[config.mk]
export PLATFORM = sky130hd
export DESIGN_NAME = preset_timer
export DESIGN_NICKNAME = d
export VERILOG_FILES = /design/src/rtl/preset_timer_pkg.sv /design/src/rtl/ptm_preset_reg.sv /design/src/rtl/ptm_fsm.sv /design/src/rtl/ptm_rd_mux.sv /design/src/rtl/preset_timer.sv
export SDC_FILE = /design/constraint.sdc
export NUM_CORES = 1
export LEC_CHECK = 0
export BUFFER_PORTS_ARGS = -buffer_cell sky130_fd_sc_hd__buf_2
export CAP_MARGIN = 20
export CELL_PAD_IN_SITES_DETAIL_PLACEMENT = 0
export CELL_PAD_IN_SITES_GLOBAL_PLACEMENT = 1
export CORE_ASPECT_RATIO = 0.6
export CORE_UTILIZATION = 44
export CTS_CLUSTER_DIAMETER = 200
export DETAILED_ROUTE_END_ITERATION = 6
export PLACE_DENSITY = 0.82
export SLEW_MARGIN = 30
export SYNTH_ARGS = -nofsm -noshare
export SYNTH_HDL_FRONTEND = slang
export SYNTH_SLANG_ARGS = --single-unit
[constraint.sdc]
create_clock -name clk -period 2.5 [get_ports clk]
set_input_delay 0.5 -clock clk [delete_from_list [all_inputs] [get_ports clk]]
set_output_delay 0.5 -clock clk [all_outputs]
set_load 0.01 [all_outputs]
[src/rtl/preset_timer_pkg.sv]
package preset_timer_pkg;
    localparam int PRESET_HI_ADDR = 6;
    localparam int PRESET_LO_ADDR = 7;
    localparam int ARM_ADDR       = 14;
    localparam int DISARM_ADDR    = 15;

    typedef enum logic [1:0] {
        ST_IDLE  = 2'd0,
        ST_COUNT = 2'd1,
        ST_DONE  = 2'd2
    } tmr_state_e;
endpackage

[src/rtl/ptm_preset_reg.sv]
module ptm_preset_reg
    import preset_timer_pkg::*;
#(
    parameter int CNT_W  = 16,
    parameter int BYTE_W = 8,
    parameter int ADDR_W = 4
) (
    input  logic              clk,
    input  logic              rst_n,
    input  logic              wr_en,
    input  logic [ADDR_W-1:0] addr,
    input  logic [BYTE_W-1:0] wdata,
    output logic [CNT_W-1:0]  preset
);
    localparam int NBYTES = CNT_W / BYTE_W;

    // byte 0 is the low byte at PRESET_LO_ADDR; higher bytes at lower addresses
    for (genvar i = 0; i < NBYTES; i++) begin : g_byte
        localparam logic [ADDR_W-1:0] BYTE_ADDR = ADDR_W'(PRESET_LO_ADDR - i);
        always_ff @(posedge clk or negedge rst_n) begin
            if (!rst_n) begin
                preset[i*BYTE_W +: BYTE_W] <= '0;
            end else if (wr_en && addr == BYTE_ADDR) begin
                preset[i*BYTE_W +: BYTE_W] <= wdata;
            end
        end
    end
endmodule

[src/rtl/ptm_fsm.sv]
module ptm_fsm
    import preset_timer_pkg::*;
#(
    parameter int CNT_W = 16
) (
    input  logic             clk,
    input  logic             rst_n,
    input  logic             arm,
    input  logic             disarm,
    input  logic             tick,
    input  logic [CNT_W-1:0] preset,
    output logic [CNT_W-1:0] count,
    output logic             ready
);
    tmr_state_e       st_q, st_nx;
    logic [CNT_W-1:0] cnt_q, cnt_nx;

    always_ff @(posedge clk or negedge rst_n) begin
        if (!rst_n) begin
            st_q  <= ST_IDLE;
            cnt_q <= '0;
        end else begin
            st_q  <= st_nx;
            cnt_q <= cnt_nx;
        end
    end

    always_comb begin
        st_nx  = st_q;
        cnt_nx = cnt_q;
        unique case (st_q)
            ST_IDLE: ;
            ST_DONE: ;
            ST_COUNT: begin
                if (tick) begin
                    if (cnt_q <= CNT_W'(1)) begin
                        cnt_nx = '0;
                        st_nx  = ST_DONE;
                    end else begin
                        cnt_nx = cnt_q - CNT_W'(1);
                    end
                end
            end
            default: st_nx = ST_IDLE;
        endcase
        if (disarm) begin
            st_nx  = ST_IDLE;
            cnt_nx = cnt_q;
        end
        if (arm) begin
            st_nx  = ST_COUNT;
            cnt_nx = preset;
        end
    end

    always_comb begin
        count = cnt_q;
        ready = (st_q == ST_DONE);
    end
endmodule

[src/rtl/ptm_rd_mux.sv]
module ptm_rd_mux
    import preset_timer_pkg::*;
#(
    parameter int CNT_W  = 16,
    parameter int BYTE_W = 8,
    parameter int ADDR_W = 4
) (
    input  logic              rd_en,
    input  logic [ADDR_W-1:0] addr,
    input  logic [CNT_W-1:0]  count,
    output logic [BYTE_W-1:0] rdata
);
    localparam int NBYTES = CNT_W / BYTE_W;

    always_comb begin
        rdata = '0;
        if (rd_en) begin
            for (int i = 0; i < NBYTES; i++) begin
                if (addr == ADDR_W'(PRESET_LO_ADDR - i)) begin
                    rdata = count[i*BYTE_W +: BYTE_W];
                end
            end
        end
    end
endmodule

[src/rtl/preset_timer.sv]
module preset_timer
    import preset_timer_pkg::*;
#(
    parameter int CNT_W  = 16,
    parameter int BYTE_W = 8,
    parameter int ADDR_W = 4
) (
    input  logic              clk,
    input  logic              rst_n,
    input  logic              wr_en,
    input  logic              rd_en,
    input  logic [ADDR_W-1:0] addr,
    input  logic [BYTE_W-1:0] wdata,
    output logic [BYTE_W-1:0] rdata,
    input  logic              tick,
    output logic              ready
);
    logic [CNT_W-1:0] preset_w;
    logic [CNT_W-1:0] count_w;
    logic             arm_w;
    logic             disarm_w;

    assign arm_w    = rd_en && (addr == ADDR_W'(ARM_ADDR));
    assign disarm_w = rd_en && (addr == ADDR_W'(DISARM_ADDR));

    ptm_preset_reg #(.CNT_W(CNT_W), .BYTE_W(BYTE_W), .ADDR_W(ADDR_W)) u_preset (
        .clk    (clk),
        .rst_n  (rst_n),
        .wr_en  (wr_en),
        .addr   (addr),
        .wdata  (wdata),
        .preset (preset_w)
    );

    ptm_fsm #(.CNT_W(CNT_W)) u_fsm (
        .clk    (clk),
        .rst_n  (rst_n),
        .arm    (arm_w),
        .disarm (disarm_w),
        .tick   (tick),
        .preset (preset_w),
        .count  (count_w),
        .ready  (ready)
    );

    ptm_rd_mux #(.CNT_W(CNT_W), .BYTE_W(BYTE_W), .ADDR_W(ADDR_W)) u_rdmux (
        .rd_en (rd_en),
        .addr  (addr),
        .count (count_w),
        .rdata (rdata)
    );
endmodule

# After elaboration in Yosys (flattened, before gate mapping)
# Index checks and enable logic that the tools add are counted.
# totals
ff_bits	34
out_inout_bits	9
# classes
addsub	1
n_lt_le_gt_ge	1
eq_ne	10
muxes	13
reduce_logical	10
# ops
operator	n
$mux 16	5
$mux 8	3
$le 16x1->1 const B	1
$sub 16x1->16 const B	1
$eq 4x3->1 const B	2
$eq 4x4->1 const B	2
$mux 2	4
$reduce_and 3->1	2
$logic_and 1x1->1	4
$ne 4x3->1 const B	1
$ne 4x4->1 const B	1
$pmux 2 s2	1
$reduce_bool 2->1	2
$ne 3x1->1 const B	1
$eq 2x1->1 const B	1
$eq 2x2->1 const B	1
$logic_not 2->1	1
$ne 2x2->1 const B	1
$reduce_or 2->1	1

# Depth between registers and ports, before layout
# Gate-level depths: netlist (run 1).
# depth
ltp_word	6
depth_mapped	7
ltp_nobuf	7

# Cells and area by module
# From an unflattened synthesis (run 1), not the netlist that was laid out.
# hier_totals
hier_cells	193
area_unflattened_um2	2052.0
# by_module_without_submodules
mod	instances	cells_each	area_per_inst_um2	seq_area_each_um2
ptm_fsm	1	134	1227.4	450.4
ptm_preset_reg	1	37	661.9	400.4
ptm_rd_mux	1	18	145.1	0.0
preset_timer	1	4	17.5	0.0

# Worst setup path after synthesis (run 1)
# Ideal clock, no wire load.
# synth_path
path_type	reg-to-reg
start	register u_fsm.cnt_q[10] (netlist: u_fsm.count[10])
end	register u_fsm.cnt_q[4] (netlist: u_fsm.count[4])
setup_time_ns	0.140
arrival_ns	1.686
slack_ns	0.674
path_stages_with_launch	6
n_path_buf	0
synth_period_minus_slack_ns	1.826
cell_sequence	dfrtp_1 > or4_4 > nand4b_4 > or2_4 > a21oi_1 > o221ai_1
# synth_between
elab_chain_len	6
# synth_lines
item	line	source
start: declaration	ptm_fsm.sv:16	logic [CNT_W-1:0] cnt_q, cnt_nx;
start signal: assignment	ptm_fsm.sv:24	cnt_q <= cnt_nx;
$le 16x1->1	ptm_fsm.sv:36	if (cnt_q <= CNT_W'(1)) begin
$mux 16	ptm_fsm.sv:36	
$mux 16	ptm_fsm.sv:35	if (tick) begin
$mux 16	ptm_fsm.sv:31	unique case (st_q)
$mux 16	ptm_fsm.sv:46	if (disarm) begin
$mux 16	ptm_fsm.sv:50	if (arm) begin
# No other way between the ends. The select of a mux whose other input is x is not followed.
# A chain may end at the register's enable or synchronous reset.

# Worst setup path in the final report (run 1)
# layout_path
start	input port addr[1]
end	output port rdata[5]
# layout_between
elab_chain_len	4
elab_cells_between_ends	5
# layout_lines
item	line	source
start: declaration	preset_timer.sv:12	input logic [ADDR_W-1:0] addr,
$eq 4x3->1	ptm_rd_mux.sv:19	if (addr == ADDR_W'(PRESET_LO_ADDR - i)) begin
$mux 8	ptm_rd_mux.sv:19	
$mux 8 *	ptm_rd_mux.sv:19	
$mux 8 *	ptm_rd_mux.sv:17	if (rd_en) begin
end: declaration	preset_timer.sv:14	output logic [BYTE_W-1:0] rdata,
# Every way passes the cells marked *; elsewhere a longest branch is shown, timed or not.

==> results of run 1 <==
-- per-stage QoR --
step | total power, mW | hold slack (ns) | util (%) | worst slack [ns] | instances
finish | 1.86 | 0.288 | 53.2 | 0.424 | 272
global route | 1.97 | 0.327 | 53.2 | 0.285 | 272
CTS | 1.86 | 0.309 | 53.2 | 0.414 | 272
detailed placement | 1.43 | 0.494 | 51.0 | 0.399 | 264
global placement | 1.41 | 0.470 | 51.0 | 0.447 | 264
floorplan | 1.24 | 0.204 | - | 0.674 | 181
-- power breakdown --
group          internal [mW]  total [mW]  switching [mW]  leakage [nW]
registers              0.711       0.912           0.201         0.419
logic                  0.240       0.526           0.287         0.447
clock network          0.222       0.418           0.196        0.0482
total                   1.17        1.86           0.684         0.914
-- synthesized netlist by cell type, types with 2 or more instances --
| master | instances |
|---|---|
| nand2_1 | 17 |
| nor2_1 | 7 |
| nor3_1 | 7 |
| clkbuf_1 | 3 |
| o221ai_1 | 2 |
| inv_1 | 3 |
| or4_1 | 2 |
| a31o_1 | 2 |
| nor4_1 | 2 |
| mux2_2 | 17 |
| or3_1 | 3 |
| a31o_2 | 2 |
| nor2b_1 | 9 |
| nand3_1 | 5 |
| nand4_1 | 3 |
| mux2i_1 | 2 |
| o31ai_1 | 4 |
| ha_1 | 2 |
| a21oi_1 | 7 |
| o21ai_0 | 7 |
| dfrtp_1 | 34 |
| a22oi_1 | 10 |
| or2_2 | 3 |
| nand2b_1 | 2 |
-- registers in the layout, summed over array words and instances (netlist names) --
register and count:
u_fsm.count 16, u_preset.preset 16, u_fsm.st_q 2
-- kinds of logic after synthesis --
group           Yosys count
flops                    34
mux                      19
buf+inv                   8
fa+ha+maj                 2
compound gates           46
simple gates             72
-- layout make-up --
class	count	area share (%)
clock buffers	7	3.94
clock inverters	1	0.228
inverters	3	0.514
multi-input cells	139	46.3
flip-flops and latches	34	38.8
well taps	60	3.42
repair buffers	28	6.74
-- layer usage --
layer	track usage, %	vias to the layer above	part of all wire (%)
li1	-	745	-
met1	34.3	803	44
met3	7.18	11	13
met4	11.9	0	2.1
met5	0	-	0
met2	31.2	104	41
-- final timing paths --
check / from / endpoint / cells past startpoint
worst max-delay path: addr[1] / rdata[5] / 6
worst min register to register: u_preset.preset[8]$_DFFE_PN0P_ / u_fsm.count[8]$_DFFE_PN0P_ / 2
min in group clk: wdata[1] / u_preset.preset[1]$_DFFE_PN0P_ / 2
worst max register to register: u_fsm.count[0]$_DFFE_PN0P_ / u_fsm.count[10]$_DFFE_PN0P_ / 7
worst min-delay path: rst_n / u_preset.preset[3]$_DFFE_PN0P_ / 1
max in group asynchronous: rst_n / u_fsm.count[7]$_DFFE_PN0P_ / 1
==> results.txt, run 1 <==
Status: finished, final reports clean
Final nets: 230
RePlAce Congestion: 0.942
Synth Flop Type: dfrtp_1
Hold Crit Class: primary input to asynchronous set/reset pin
Core Area: 0.00412 mm2
DRT Pass-1 Iters: 4
Synthesis Warnings: 0
CTS tree: built
Distinct cell type count after synthesis: 50
Row cnt: 18
R2r setup slk: 0.43 ns
Tot GR Track Use: 23.6%
Dominant cells by area after synthesis: dfrtp_1 45%, mux2_2 10%, a22oi_1 3.9%
Critical path's top delay family: simple AND/OR/NAND/NOR gates
Commonest non-fill, non-tap cells in the layout: 34 x dfrtp_1, 25 x buf_2, 17 x nand2_1, 17 x mux2_2, 10 x a22oi_1
Setup TNS: 0 ns
First-pass GRT wire length: 7730 um
Slew HR: 48.6%
Fillers: 386
Crit. End Element: output port
Clk pin slew, worst setup/hold paths: 0.06 ns
Worst-path cell chain: buf_2, nand2_1, nor3b_2, a22oi_1, nor2b_1, buf_2
Initial Util: 46.1%
Max Clock Skew: 0.00415 ns
Fin. Hold Viols: 0
CTS max path bufs: 2
Most common cell after layout, fill and taps aside: dfrtp_1
Port bufs: 25
Post-synthesis compound-gate area fraction: 18.2%
Hold_buf cts: 0
Worst setup SP type: primary input
Initial antenna violation count: 0
Max VDD drop: 0.000357 V
Via/cell ratio: 6.11
Clk sink count: 34
Die area: 0.00460 mm2
Setup repair bufs after CTS: 0
Post-DP HPWL: 3550 um
Post-route DRC: 0
Via Count: 1663
Worst Tran Pin Value: 0.772 ns
Largest fanout on the critical path: 9
Post-synth top area share: 44.7%
Total CTS buffers: 5
Final period util: 83.0%
Finished layout cell area: 0.00219 mm2
Synth Area in Simple Gates: 22.8%
Pwr Density: 847 mW/mm2
Pin count of the biggest net entering global routing: 35
Avg Inst Size Synth: 10.5 um2
Share of post-route cells with drive strength above 1: 32.5%
F_max: 482 MHz
Syn Inst Count: 181
Post-Syn Nets: 200
Largest area contributor in the netlist: dfrtp_1
Crit-path slowest cell: nor3b_2
Synthesized flop and latch total: 34
Post_cts resized: 0
XOR/XNOR share of the synthesized area: 0%
Min cycle time layout: 2.08 ns
Synth-to-layout area growth: 15.3%
Leak pwr: 0.914 nW
Vias in the first global route: 1470
Most used cell, CP: buf_2
Root Driver: clkbuf_8
Register area share after synthesis: 44.7%
Final setup viols: 0
Mapped cell area: 0.00190 mm2
Worst Path Buf+Inv: 2
Multiplexer share of the synthesized area: 11.1%
RSZ-0062 raised after global routing: false
Post-synth ARST share: 100%
Die X: 86.9 um
Number of antenna diodes: 0
Final ANT Viol Nets: 0
Required time worst endpoint: 2.00 ns
DP Area: 0.00210 mm2
Die Height: 52.9 um
Routed WL: 4910 um
I/O pin total: 26
Sequential Area: 851 um2
Largest family of logic cells by synthesized area: simple AND/OR/NAND/NOR gates
Area of the multi-input gates: 0.00102 mm2
Post-synth EDFFs: 0
Arrival time at the worst endpoint: 1.58 ns
Crit-path max cell delay: 0.46 ns
Grt total ovfl: 0
Clock Latency Late Sink: 0.29 ns
Setup Crit Path Kind: primary input to output port
Max-Cap Viols: 0
Initial DRC Count: 245
Adder-Cell Fraction of Synth Area: 1.32%
H-tree Lvls: 2
Avg WL per Cell: 18.0 um
Final Max Tran Viols: 0
No activity file was read; power rests on OpenSTA's default activity.
==> inputs of run 2 (changes only) <==
CORE_UTILIZATION = 40   (was 44)
PLACE_DENSITY = 0.79   (was 0.82)
clock period = 1.75 ns   (was 2.5 ns; I/O delays follow)
==> run 2 against run 1 <==
  * The run now ends with setup timing left
  * Clock skew shrank 0.00087 ns
  * Total power grew 100%
  * Cell count grew 21%
  * Via count is 11% higher
  * Register-to-register slack worse by 0.55 ns
  * Clock power rose by 77%
  * Critical path depth decreased by 1
  * Count of clock-buffer cells in the layout decreased by 1
  * Setup slack lost 0.55 ns
  * Design area increased by 27%
  * Highest routed layer unchanged
==> results.txt, run 2 (synthesized netlist as in run 1, its figures left out) <==
Status: finished with violations
Failing checks: setup timing
Max VDD drop: 0.000662 V (+85%)
Share of post-route cells with drive strength above 1: 56.2% (+24 points)
Root Driver: clkbuf_8
RSZ-0062 raised after global routing: true
Die Height: 55.4 um (+4.7%)
H-tree Lvls: 2 (unchanged)
I/O pin total: 26 (unchanged)
Worst setup SP type: flip-flop
Die X: 91.0 um (+4.8%)
Finished layout cell area: 0.00278 mm2 (+27%)
Commonest non-fill, non-tap cells in the layout: 51 x buf_4, 34 x dfrtp_1, 25 x buf_2, 17 x nand2_1, 17 x mux2_2
Clk sink count: 34 (unchanged)
Required time worst endpoint: 1.92 ns (-0.08 ns)
End of the worst register-to-register path: u_fsm.count[2]$_DFFE_PN0P_
Tot GR Track Use: 25.5% (+1.9 points)
R2R cell count: 5 (-2)
Die area: 0.00504 mm2 (+9.7%)
Min cycle time layout: 1.87 ns
Vias in the first global route: 1815 (+23%)
Routed WL: 5910 um (+20%)
Via Count: 1842 (+11%)
Fillers: 388 (+0.52%)
Via/cell ratio: 5.62 (-8.1%)
Design Power: 3.71 mW (+100%)
Worst R2R Start: u_fsm.count[9]$_DFFE_PN0P_
Arrival time at the worst endpoint: 2.04 ns (+0.46 ns)
Avg WL per Cell: 18.0 um (-0.14%)
Post-DP HPWL: 4240 um (+20%)
DRT Pass-1 Iters: 4 (unchanged)
Max Clock Skew: 0.00328 ns (-0.000870 ns)
Synth-to-layout area growth: 46.4%
Final nets: 284 (+23%)
Final ANT Viol Nets: 0 (unchanged)
Grt total ovfl: 0 (unchanged)
Core Area: 0.00456 mm2 (+11%)
Number of antenna diodes: 0 (unchanged)
CTS tree: built
Clock Latency Late Sink: 0.29 ns (about the same)
Clk pin slew, worst setup/hold paths: 0.07 ns (about the same)
Initial Util: 41.7% (-4.5 points)
Switch Pwr: 1.29 mW (+88%)
Most common cell after layout, fill and taps aside: buf_4
Slew HR: 68.0% (+19 points)
Clk pwr share: 19.9% (-2.6 points)
RePlAce Congestion: 0.911 (-3.3%)
Worst Tran Pin Value: 0.478 ns (-0.293 ns)
Pin count of the biggest net entering global routing: 35 (unchanged)
Pwr Density: 1330 mW/mm2 (+57%)
Final setup margin: -0.121 ns (-0.545 ns)
Final period util: 107%
Largest fanout on the critical path: 6 (-3)
Fin. Hold Viols: 0 (unchanged)
Max-Cap Viols: 0 (unchanged)
Combinational power share: 47.7% (+19 points)
DP Area: 0.00246 mm2 (+17%)
Leak pwr: 1.22 nW (+34%)
Cell Int Power: 2.42 mW (+110%)
First-pass GRT wire length: 9670 um (+25%)
Port bufs: 25 (unchanged)
Sequential Power Share: 32.4% (-17 points)
Initial DRC Count: 146 (-40%)
Final Max Tran Viols: 0 (unchanged)
Crit. End Element: flip-flop
F_max: 534 MHz
CTS max path bufs: 2 (unchanged)
Final setup viols: 17 (+17)
Initial antenna violation count: 0 (unchanged)
Hold Crit Class: primary input to asynchronous set/reset pin
Total CTS buffers: 5 (unchanged)
R2r setup slk: -0.12 ns (-0.55 ns)
Setup Crit Path Kind: flip-flop to flip-flop
Row cnt: 19 (+1)
Post-route DRC: 0 (unchanged)
Switching share of power: 34.7% (-2.1 points)
run 2: changes by cell type in the layout (fill, tap and decap cells not counted), moves of 4 or more:
cell     change
a21oi_2      +4
buf_6        +6
o21ai_1      +5
o21ai_0      -6
nor3_2       +4
buf_4       +48
a21oi_1      -4
nor3_1       -4
run 2: cell type report:
class,instances,area (um2),share of cell area (%)
Tap cell,63,78.8,2.83
Sequential cell,34,851,30.6
Multi-Input combinational cell,139,1150,41.5
Clock inverter,1,30.0,1.08
Inverter,3,11.3,0.404
Clock buffer,6,82.6,2.97
Timing Repair Buffer,82,576,20.7
run 2: how the worst max path moves through the flow:
stage | endpoint | cells after the start | from
6_report | u_fsm.count[2]$_DFFE_PN0P_ | 5 | u_fsm.count[9]$_DFFE_PN0P_
3_3_place_gp | u_fsm.count[8]$_DFFE_PN0P_ | 7 | u_fsm.count[0]$_DFFE_PN0P_
3_5_place_dp | u_fsm.count[10]$_DFFE_PN0P_ | 7 | u_fsm.count[0]$_DFFE_PN0P_
5_1_grt | u_fsm.count[12]$_DFFE_PN0P_ | 5 | u_fsm.count[9]$_DFFE_PN0P_
4_1_cts | u_fsm.count[2]$_DFFE_PN0P_ | 5 | u_fsm.count[7]$_DFFE_PN0P_
2_1_floorplan | u_fsm.count[4]$_DFFE_PN0P_ | 5 | u_fsm.count[9]$_DFFE_PN0P_
run 2: worst max-delay path: stages (launching register included):
cell      delay, ns
dfrtp_1        0.38
or4_4          0.55
nand4b_4       0.25
nor2_4         0.23
nor2_2         0.06
a221o_1        0.30
run 2: repair_timing:
action	CTS	global route
endpoints found under the setup margin	17	20
buffers inserted	6	2
pin swaps	17	6
hold buffers	0	0
resized for setup	21	18
run 2: through the flow:
| step | hold WS (ns) | cells | worst slack, ns | setup TNS, ns | utilization [%] |
|---|---|---|---|---|---|
| finish | 0.0796 | 328 | -0.121 | -1.23 | 61.0 |
| global route | 0.119 | 328 | -0.175 | -2.26 | 61.0 |
| CTS | 0.0954 | 326 | -0.115 | -1.00 | 59.1 |
| detailed placement | 0.407 | 313 | -0.141 | -1.02 | 54.0 |
| global placement | 0.405 | 313 | -0.129 | -0.647 | 54.0 |
| floorplan | 0.0544 | 181 | -0.0749 | -0.314 | - |
run 2: power by group through the flow:
| stage | Clock, mW | Sequential [mW] | Combinational (mW) |
|---|---|---|---|
| after floorplan | 0 | 1.20 | 0.586 |
| after global placement | 0 | 1.20 | 1.35 |
| after detailed placement | 0 | 1.21 | 1.36 |
| after CTS | 0.752 | 1.19 | 1.60 |
| after global routing | 0.776 | 1.23 | 1.88 |
| final | 0.738 | 1.20 | 1.77 |
run 2: routing by layer:
layer / routed length [um] / GRT usage (%) / up-vias
met1: 2930 / 39.4 / 891
met3: 494 / 5.92 / 12
met5: 0 / 0 / -
met4: 103 / 9.30 / 0
li1: - / - / 852
met2: 2380 / 34.4 / 87
==> inputs of run 3 (changes only) <==
CORE_ASPECT_RATIO = 0.9   (was 0.6)
CORE_UTILIZATION = 41   (was 40)
CTS_CLUSTER_SIZE = 28   (was default)
PLACE_DENSITY = 0.8   (was 0.79)
SYNTH_HIERARCHICAL = 1   (was default)
==> run 3 against run 2 <==
  * The run still ends with setup timing left
  * Synthesized cell count increased by 6.6%
  * Maximum frequency grew 5.3%
  * Synthesized area rose by 7.9%
  * Sequential power rose by 8%
  * Cell count unchanged
  * Critical endpoint is now u_fsm/count[13]$_DFFE_PN0P_
==> results.txt, run 3 <==
Status: finished with violations
Failing checks: setup timing
Max VDD drop: 0.000902 V (+36%)
H-tree Lvls: 2 (unchanged)
Initial DRC Count: 145 (-0.68%)
Worst Tran Pin Value: 0.435 ns (-0.0433 ns)
Distinct cell type count after synthesis: 54 (+8.0%)
Synth-to-layout area growth: 32.0%
First-pass GRT wire length: 8740 um (-9.6%)
Final setup margin: -0.0262 ns (+0.0948 ns)
CTS max path bufs: 2 (unchanged)
Post-Syn Nets: 212 (+6.0%)
Arrival time at the worst endpoint: 1.97 ns (-0.07 ns)
Fillers: 439 (+13%)
RePlAce Congestion: 0.959 (+5.3%)
Worst setup SP type: flip-flop
Post-DP HPWL: 3960 um (-6.5%)
Largest fanout on the critical path: 4 (-2)
Fin. Hold Viols: 0 (unchanged)
Commonest cells in the netlist: 34 x dfrtp_1, 18 x nor2_1, 15 x nand2_1
Clk sink count: 34 (unchanged)
CTS tree: built
Hold_buf cts: 0 (unchanged)
F_max: 563 MHz (+5.3%)
Mapped cell area: 0.00205 mm2 (+7.9%)
RSZ-0062 raised after global routing: true
Synthesized flop and latch total: 34 (unchanged)
Number of antenna diodes: 0 (unchanged)
Final period util: 101% (-5.4 points)
Post-synth ARST share: 100% (unchanged)
Avg WL per Cell: 16.0 um (-11%)
Register area share after synthesis: 41.5% (-3.3 points)
Final nets: 282 (-0.70%)
Tot GR Track Use: 21.7% (-3.9 points)
Via Count: 1756 (-4.7%)
I/O pin total: 26 (unchanged)
Grt total ovfl: 0 (unchanged)
Max Clock Skew: 0.00341 ns (+0.000133 ns)
Vias in the first global route: 1702 (-6.2%)
Routed WL: 5250 um (-11%)
Area of the multi-input gates: 0.00116 mm2 (+0.11%)
Via/cell ratio: 5.35 (-4.7%)
Dominant cells by area after synthesis: dfrtp_1 41%, mux2_4 5.9%, mux2_2 4.4%
Total CTS buffers: 5 (unchanged)
Port bufs: 25 (unchanged)
Post-synth EDFFs: 0 (unchanged)
Slew HR: 71.0% (+3.0 points)
Pwr Density: 1350 mW/mm2 (+1.1%)
Final Max Tran Viols: 0 (unchanged)
Commonest non-fill, non-tap cells in the layout: 44 x buf_4, 34 x dfrtp_1, 25 x buf_2, 18 x nor2_1, 15 x nand2_1
Pin count of the biggest net entering global routing: 35 (unchanged)
DRT Pass-1 Iters: 4 (unchanged)
Synthesis Warnings: 6 (+6)
Initial antenna violation count: 0 (unchanged)
Setup Crit Path Kind: flip-flop to flip-flop
Fin cells: 328 (unchanged)
Avg Inst Size Synth: 10.6 um2 (+1.2%)
Clock Latency Late Sink: 0.28 ns (about the same)
Hold Crit Class: primary input to asynchronous set/reset pin
Synth Flop Type: dfrtp_1
Final setup viols: 2 (-15)
Syn Inst Count: 193 (+6.6%)
Core Area: 0.00483 mm2 (+5.9%)
Worst R2R Start: u_fsm/count[0]$_DFFE_PN0P_
Root Driver: clkbuf_8
Die area: 0.00529 mm2 (+4.9%)
Die X: 76.6 um (-16%)
CP startpoint: u_fsm/count[0]$_DFFE_PN0P_
Most common cell in the netlist: dfrtp_1
Post-route DRC: 0 (unchanged)
Largest area contributor in the netlist: dfrtp_1
Post-synth top area share: 41.5% (-3.3 points)
Initial Util: 42.4% (+0.78 points)
Row cnt: 24 (+5)
Placed cell count: 319 (+1.9%)
Share of post-route cells with drive strength above 1: 46.0% (-10 points)
Most common cell after layout, fill and taps aside: buf_4
Max-Cap Viols: 0 (unchanged)
Die Height: 69.1 um (+25%)
Setup TNS: -0.0503 ns (+1.18 ns)
Required time worst endpoint: 1.95 ns (+0.03 ns)
Clk pin slew, worst setup/hold paths: 0.07 ns (about the same)
Crit. End Element: flip-flop
Leak pwr: 1.24 nW (+1.7%)
Final ANT Viol Nets: 0 (unchanged)
R2r setup slk: -0.03 ns (+0.09 ns)
Min cycle time layout: 1.78 ns (-0.0948 ns)
Sequential Area: 851 um2 (unchanged)
run 3: cell count changes after synthesis, sizes merged, moves of 3 or more:
cell     change
a31o         -3
o211ai       +5
or3          -3
nand2b       -3
mux2i        +6
a21oi        -3
nor3         -3
nor2        +10
xor2         +4
buf          +4
nor2b        -7
inv          +4
a22oi       -10
a2bb2oi      +3
run 3: power by group:
| group | leakage, nW | internal [mW] | switching [mW] | total [mW] |
|---|---|---|---|---|
| combinational | 0.778 | 0.970 | 0.847 | 1.82 |
| sequential | 0.421 | 1.05 | 0.251 | 1.30 |
| clock | 0.0438 | 0.267 | 0.269 | 0.536 |
run 3: logic make-up (layout without fill, tap and decap cells):
| group | count (synthesis) | after routing | synth area share, % |
|---|---|---|---|
| AO/OA/AOI/OAI | 37 | 37 | 13.4 |
| XOR/XNOR | 6 | 6 | 2.56 |
| adder cells (fa/ha/maj) | 2 | 2 | 1.22 |
| buffers and inverters | 16 | 86 | 4.21 |
| flip-flops | 34 | 34 | 41.5 |
| multiplexers | 24 | 24 | 14.1 |
| AND/OR/NAND/NOR | 74 | 74 | 23.0 |
run 3: final timing paths:
| check | to | cells after the start |
|---|---|---|
| setup / recovery | u_fsm/count[13]$_DFFE_PN0P_ | 6 |
| setup reg to reg | u_fsm/count[13]$_DFFE_PN0P_ | 6 |
| hold reg to reg | u_fsm/count[10]$_DFFE_PN0P_ | 2 |
| min in group clk | u_preset/preset[2]$_DFFE_PN0P_ | 2 |
| hold / removal | u_fsm/st_q[1]$_DFFE_PN0P_ | 2 |
| max in group asynchronous | u_fsm/count[0]$_DFFE_PN0P_ | 2 |
run 3: cell type report:
class                           instances  share of cell area [%]
Sequential cell                        34                    31.4
Clock buffer                            5                    2.54
Tap cell                               65                    3.00
Multi-Input combinational cell        143                    42.7
Clock inverter                          2                   0.370
Inverter                                7                   0.970
Timing Repair Buffer                   72                    19.0
run 3: timing repair:
action | CTS | global route
resized for setup | 1 | 4
pin swaps | 2 | 4
setup endpoints to repair | 5 | 14
buffers inserted | 1 | 1
run 3: through the flow:
step	cell area (um2)	setup slack (ns)	hold slack [ns]	total power [mW]	util [%]
after floorplan	2070	-0.107	0.0544	2.26	-
after global placement	2590	-0.0327	0.403	2.98	53.5
after detailed placement	2590	-0.0629	0.406	3.01	53.5
after CTS	2680	-0.00251	0.105	3.58	55.4
after global routing	2710	-0.0954	0.134	3.89	56.0
final	2710	-0.0262	0.0945	3.65	56.0
run 3: worst max-delay path, stage by stage (launching register included):
cell and delay [ns]:
dfrtp_1 0.41, inv_2 0.08, ha_4 0.16, or2_4 0.23, and2_4 0.17, or4_4 0.48, o211ai_1 0.17
run 3: routing by layer:
metal  wire length, um  vias to the layer above  part of all wire, %  GRT usage (%)
met5                 0                        -                    0              0
met4                14                        0                 0.27           3.85
met1              2560                      855                   49           31.0
li1                  -                      852                    -              -
met3               229                        2                  4.4           4.50
met2              2450                       47                   47           34.2
